File: src/rtl/pcie_rst_seq_pkg.sv
package pcie_rst_seq_pkg;

  // Exit request lanes; index order is used by the per-output masks.
  localparam int unsigned NUM_EXIT  = 3;
  localparam int unsigned EXIT_L2   = 0;
  localparam int unsigned EXIT_HOT  = 1;
  localparam int unsigned EXIT_DL   = 2;
  localparam int unsigned NUM_CHAN  = 2;   // 0: datapath, 1: configuration

  typedef struct packed {
    logic                por;     // synchronized power-on request
    logic                perst;   // synchronized fundamental reset pin
    logic [NUM_EXIT-1:0] exit_f;  // one-cycle falling-edge strobes
  } rst_req_t;

  // Minimum pulse width for the chosen core style.
  function automatic int unsigned min_pulse(input bit hard);
    return hard ? 2 : 1;
  endfunction

  // Which exit strobes may start a given output channel.
  function automatic logic [NUM_EXIT-1:0] chan_mask(input int unsigned chan,
                                                     input bit is_root);
    logic [NUM_EXIT-1:0] m;
    m = '1;
    if (chan == 1 && is_root) m[EXIT_DL] = 1'b0;
    return m;
  endfunction

  function automatic int unsigned max_u(input int unsigned a, input int unsigned b);
    return (a > b) ? a : b;
  endfunction

endpackage

File: src/rtl/pcie_rst_sync2.sv
module pcie_rst_sync2 #(
  parameter logic RST_VAL = 1'b1
) (
  input  logic clk,
  input  logic rst_n,
  input  logic d,
  output logic q
);

  logic stg1_q, stg2_q;

  always_ff @(posedge clk or negedge rst_n) begin
    if (!rst_n) begin
      stg1_q <= RST_VAL;
      stg2_q <= RST_VAL;
    end else begin
      stg1_q <= d;
      stg2_q <= stg1_q;
    end
  end

  assign q = stg2_q;

endmodule

File: src/rtl/pcie_rst_fall_det.sv
module pcie_rst_fall_det (
  input  logic clk,
  input  logic rst_n,
  input  logic pin_n,
  output logic fall
);

  logic sync_q;
  logic prev_q;

  pcie_rst_sync2 #(.RST_VAL(1'b1)) u_sync (
    .clk   (clk),
    .rst_n (rst_n),
    .d     (pin_n),
    .q     (sync_q)
  );

  always_ff @(posedge clk or negedge rst_n) begin
    if (!rst_n) prev_q <= 1'b1;
    else        prev_q <= sync_q;
  end

  assign fall = prev_q & ~sync_q;

endmodule

File: src/rtl/pcie_rst_stretch.sv
module pcie_rst_stretch #(
  parameter int unsigned CNT_W    = 11,
  parameter int unsigned MIN_LEN  = 1,
  parameter int unsigned HOLD_LEN = 1024
) (
  input  logic clk,
  input  logic rst_n,
  input  logic force_i,   // level request that asserts the output at once
  input  logic hold_i,    // level request that loads the long hold
  input  logic evt_i,     // request that loads the minimum width
  output logic rst_o
);

  localparam logic [CNT_W-1:0] MIN_V  = CNT_W'(MIN_LEN);
  localparam logic [CNT_W-1:0] HOLD_V = CNT_W'(HOLD_LEN);
  localparam logic [CNT_W-1:0] ONE_V  = CNT_W'(1);

  logic [CNT_W-1:0] cnt_q, cnt_d, load_v;
  logic             busy, load, cnt_en;

  always_comb begin
    if (hold_i)     load_v = HOLD_V;
    else if (evt_i) load_v = MIN_V;
    else            load_v = '0;
    busy   = (cnt_q != '0);
    // reload only when it does not shorten the running count
    load   = (load_v != '0) && (load_v >= cnt_q);
    cnt_en = load | busy;
    cnt_d  = load ? load_v : (cnt_q - ONE_V);
  end

  always_ff @(posedge clk or negedge rst_n) begin
    if (!rst_n)      cnt_q <= '0;
    else if (cnt_en) cnt_q <= cnt_d;
  end

  assign rst_o = force_i | busy;

endmodule

File: src/rtl/pcie_rst_seq.sv
module pcie_rst_seq
  import pcie_rst_seq_pkg::*;
#(
  parameter bit          IS_ROOT    = 1'b0,
  parameter bit          HARD_STYLE = 1'b0,
  parameter int unsigned PERST_HOLD = 1024
) (
  input  logic clk,
  input  logic por_n,
  input  logic perst_n,
  input  logic l2_exit_n,
  input  logic hot_exit_n,
  input  logic dl_exit_n,
  output logic dp_rst,
  output logic cfg_rst,
  output logic sticky_rst_n
);

  localparam int unsigned MIN_LEN = min_pulse(HARD_STYLE);
  localparam int unsigned CNT_W   = $clog2(max_u(PERST_HOLD, MIN_LEN) + 1);

  rst_req_t            req;
  logic                por_ok;
  logic                perst_q;
  logic [NUM_EXIT-1:0] exit_pins_n;
  logic [NUM_CHAN-1:0] rst_vec;

  // Power-on request: asserted asynchronously, released through two stages.
  pcie_rst_sync2 #(.RST_VAL(1'b0)) u_por_sync (
    .clk   (clk),
    .rst_n (por_n),
    .d     (1'b1),
    .q     (por_ok)
  );

  // Fundamental reset pin; idles released so power-on alone stays short.
  pcie_rst_sync2 #(.RST_VAL(1'b1)) u_perst_sync (
    .clk   (clk),
    .rst_n (por_n),
    .d     (perst_n),
    .q     (perst_q)
  );

  assign exit_pins_n[EXIT_L2]  = l2_exit_n;
  assign exit_pins_n[EXIT_HOT] = hot_exit_n;
  assign exit_pins_n[EXIT_DL]  = dl_exit_n;

  for (genvar gi = 0; gi < NUM_EXIT; gi++) begin : g_exit
    pcie_rst_fall_det u_fall (
      .clk   (clk),
      .rst_n (por_n),
      .pin_n (exit_pins_n[gi]),
      .fall  (req.exit_f[gi])
    );
  end

  assign req.por   = ~por_ok;
  assign req.perst = ~perst_q;

  for (genvar gc = 0; gc < NUM_CHAN; gc++) begin : g_chan
    localparam logic [NUM_EXIT-1:0] MASK = chan_mask(gc, IS_ROOT);
    logic evt;
    assign evt = req.por | (|(req.exit_f & MASK));

    pcie_rst_stretch #(
      .CNT_W    (CNT_W),
      .MIN_LEN  (MIN_LEN),
      .HOLD_LEN (PERST_HOLD)
    ) u_stretch (
      .clk     (clk),
      .rst_n   (por_n),
      .force_i (req.por),
      .hold_i  (req.perst),
      .evt_i   (evt),
      .rst_o   (rst_vec[gc])
    );
  end

  assign dp_rst       = rst_vec[0];
  assign cfg_rst      = rst_vec[1];
  assign sticky_rst_n = ~(req.por | req.perst);

endmodule

File: config.mk
export PLATFORM = sky130hd
export DESIGN_NAME = pcie_rst_seq
export DESIGN_NICKNAME = d
export VERILOG_FILES = /design/src/rtl/pcie_rst_seq_pkg.sv /design/src/rtl/pcie_rst_sync2.sv /design/src/rtl/pcie_rst_fall_det.sv /design/src/rtl/pcie_rst_stretch.sv /design/src/rtl/pcie_rst_seq.sv
export SDC_FILE = /design/constraint.sdc
export NUM_CORES = 1
export LEC_CHECK = 0
export BUFFER_PORTS_ARGS = -buffer_cell sky130_fd_sc_hd__buf_2
export CORE_ASPECT_RATIO = 1.25
export CORE_UTILIZATION = 44
export CTS_CLUSTER_SIZE = 16
export DETAILED_ROUTE_END_ITERATION = 10
export PLACE_DENSITY = 0.7
export SYNTH_ARGS = -nofsm -noshare
export SYNTH_HDL_FRONTEND = slang
export SYNTH_HIERARCHICAL = 1
export SYNTH_SLANG_ARGS = --single-unit
export TNS_END_PERCENT = 1
File: constraint.sdc
create_clock -name clk -period 5.2 [get_ports clk]
set_input_delay 0.52 -clock clk [delete_from_list [all_inputs] [get_ports clk]]
set_output_delay 0.52 -clock clk [all_outputs]
set_load 0.01 [all_outputs]
==> out/results.txt <==
slew margin rel. - 47.2%
net count of the mapped netlist - 171
failing checks - DRC
layout cells sized above 1 - 24.3%
setup_tns - 0 ns
Final Hold Vio Count - 0
final wirelength - 3.01 mm
clk buf depth - 2
Die Area - 0.00415 sq mm
fin nets - 184
slowest CP cell - or3b_2
Worst Setup End Kind - primary output
CTS tree - yes
crit share post-route - 53.2%
CP Launch Type - register
Placed Area - 0.00180 sq mm
run status - complete, but fails checks
sequential element share of the synthesized area - 51.9%
Setup WS pre-CTS - 2.66 ns
GR Overflow Total - 0
total number of yosys warnings - 6
vias in the first global route - 1214
ordered cell list for the critical path - inv_1, ha_1, or3b_2, nor3b_2, nand2b_1, buf_2
max frequency - 0.362 GHz
clock sink count - 35
crit path DAT - 2.24 ns
RSZ-0062 raised after global routing - false
max-cap violations - 0
minimum clock period - 2.76 ns
setup violators final - 0
Antenna Nets Post-Route - 0
largest net degree at the start of global routing - 36
FF+latch count, synth - 35
Synth Flop Type - dfrtp_1
root buf cell - clkbuf_8
# port buffers - 8
CTS Buf Count - 5
Chip Height - 71.8 um
Crit path max-delay family - simple AND/OR/NAND/NOR gates
synthesized instance count - 159
RePlAce Congestion - 0.823
n_diodes - 0
clk_skew - 0.00448 ns
post-synthesis cell area - 0.00171 sq mm
DP HPWL - 2.19 mm
post-route cell area - 0.00189 sq mm
async set-reset flop share out of synthesis - 100%
most common cell after layout, fill and taps aside - dfrtp_1
vias per inst - 5.77
1st-pass router iterations - 7
initial antenna violation count - 0
Avg Cell Area, Syn - 10.8 sq um
drt wl/cell - 14.1 um
Starting DRT DRC Count - 62
Layout area overhead - 10.0%
Fillers - 347
CP required - 4.68 ns
num ports - 9
Final Slew Violations - 0
clock slew at reported path FFs - 0.07 ns
Post-synth EDFFs - 0
Core Region - 0.00375 sq mm
highest net fanout along the worst path - 8
CTS H-Tree Depth - 2
setup bufs post-CTS - 0
kind of critical path - register to primary output
Buf/Inv on CP - 2
Hold Path Class - input pin to asynchronous set/reset pin
Power Dens Cells - 560 mW/mm^2
area of the multi-input gates - 787 sq um
total track usage - 16.5%
first-pass GRT wire length - 5.15 mm
via count - 1230
post-cts resize count - 0
Chip Width - 57.8 um
Leakage - 0.789 nW
final setup margin - 2.44 ns
# DRC - 1
clk_lat worst skew - 0.29 ns
number of library cell types mapped by synthesis - 31
Peak supply drop - 316 uV
Reg area - 890 sq um
most frequent cells in the layout - 24 x dfrtp_1, 16 x nor2_1, 14 x a21oi_1
Initial Util - 45.7%
Largest stage delay, worst path - 0.54 ns
Worst Max-Slew Pin Slew - 0.785 ns
FP Rows - 25
hold buffers post-CTS - 0
## logic make-up (layout without fill, tap and decap cells)
logic type | count (synthesis) | in the layout | synth area share (%)
and+or+nand+nor | 71 | 71 | 27.3
DFF | 35 | 35 | 51.9
AOI/OAI and AO/OA | 30 | 30 | 10.9
buffers and inverters | 10 | 24 | 2.19
adders and majority gates | 6 | 6 | 4.38
xor gates and xnor gates | 6 | 6 | 3.07
other | 1 | 1 | 0.219
## final timing paths
| check | from | end | slack, ns | cells after the start |
|---|---|---|---|---|
| setup / recovery | g_chan[0].u_stretch/cnt_q[0] | dp_rst | 2.44 | 6 |
| hold / removal | por_n | g_chan[0].u_stretch/cnt_q[2] | 0.30 | 1 |
| setup reg to reg | g_exit[1].u_fall/u_sync/q | g_chan[1].u_stretch/cnt_q[1] | 2.66 | 8 |
| hold reg to reg | u_por_sync/stg1_q | u_por_sync/q | 0.35 | 0 |
| max in group asynchronous | por_n | g_chan[1].u_stretch/cnt_q[3] | 4.42 | 1 |
| min in group clk | hot_exit_n | g_exit[1].u_fall/u_sync/stg1_q | 0.33 | 1 |
## registers in the layout, summed over array words and instances, names as in the netlist
signal and cells:
g_chan.u_stretch/cnt_q 22, g_exit.u_fall/prev_q 3, u_por_sync/stg1_q 1, u_por_sync/q 1, u_perst_sync/q 1, g_exit.u_fall/u_sync/q 3
u_perst_sync/stg1_q 1, g_exit.u_fall/u_sync/stg1_q 3
## worst reg2reg max path, cell delays in order (launching register included)
cell	delay (ns)
dfstp_2	0.56
nor2b_4	0.04
or4b_1	0.63
nand2b_1	0.13
ha_1	0.22
nand2b_1	0.14
a41oi_1	0.26
nor2_1	0.21
a211oi_1	0.26
## metal layers
layer | GRT usage, % | vias up | part of all wire, %
met3 | 4.33 | 5 | 3.1
met5 | 0 | - | 0
met4 | 8.47 | 0 | 1.5
li1 | - | 594 | -
met2 | 28.4 | 15 | 54
met1 | 18.7 | 616 | 41
## where the power goes
group | total, mW | internal (mW) | switching, mW
registers | 0.423 | 0.352 | 0.0710
logic | 0.440 | 0.204 | 0.236
clock network | 0.193 | 0.0931 | 0.100
total | 1.06 | 0.649 | 0.407
## cell type report
class | instances | area share, %
Clock buffer | 5 | 3.65
Clock inverter | 3 | 1.06
Inverter | 8 | 1.59
Multi-Input combinational cell | 114 | 41.7
Sequential cell | 35 | 47.2
Tap cell | 40 | 2.65
Timing Repair Buffer | 8 | 2.12
## cell usage after synthesis (all sizes together), types with 5 or more instances
cell    instances  area (sq um)
nand2b         10          62.6
dfstp          11           289
nand3b          6          45.0
or4             6          52.6
a21oi          14          70.1
inv             8          30.0
nor2b           5          53.8
xnor2           6          52.6
ha              6          75.1
a211oi          6          45.0
dfrtp          24           601
or3             6          37.5
nor2           16          60.1
## metrics by stage
step / cells / hold slack [ns] / power, mW / util [%]
final: 213 / 0.296 / 1.06 / 50.2
after global routing: 213 / 0.316 / 1.14 / 50.2
after CTS: 213 / 0.317 / 1.06 / 50.2
after detailed placement: 205 / 0.337 / 0.867 / 47.9
after global placement: 205 / 0.333 / 0.847 / 47.9
after floorplan: 159 / 0.224 / 0.769 / -
No activity file was read; power rests on OpenSTA's default activity.
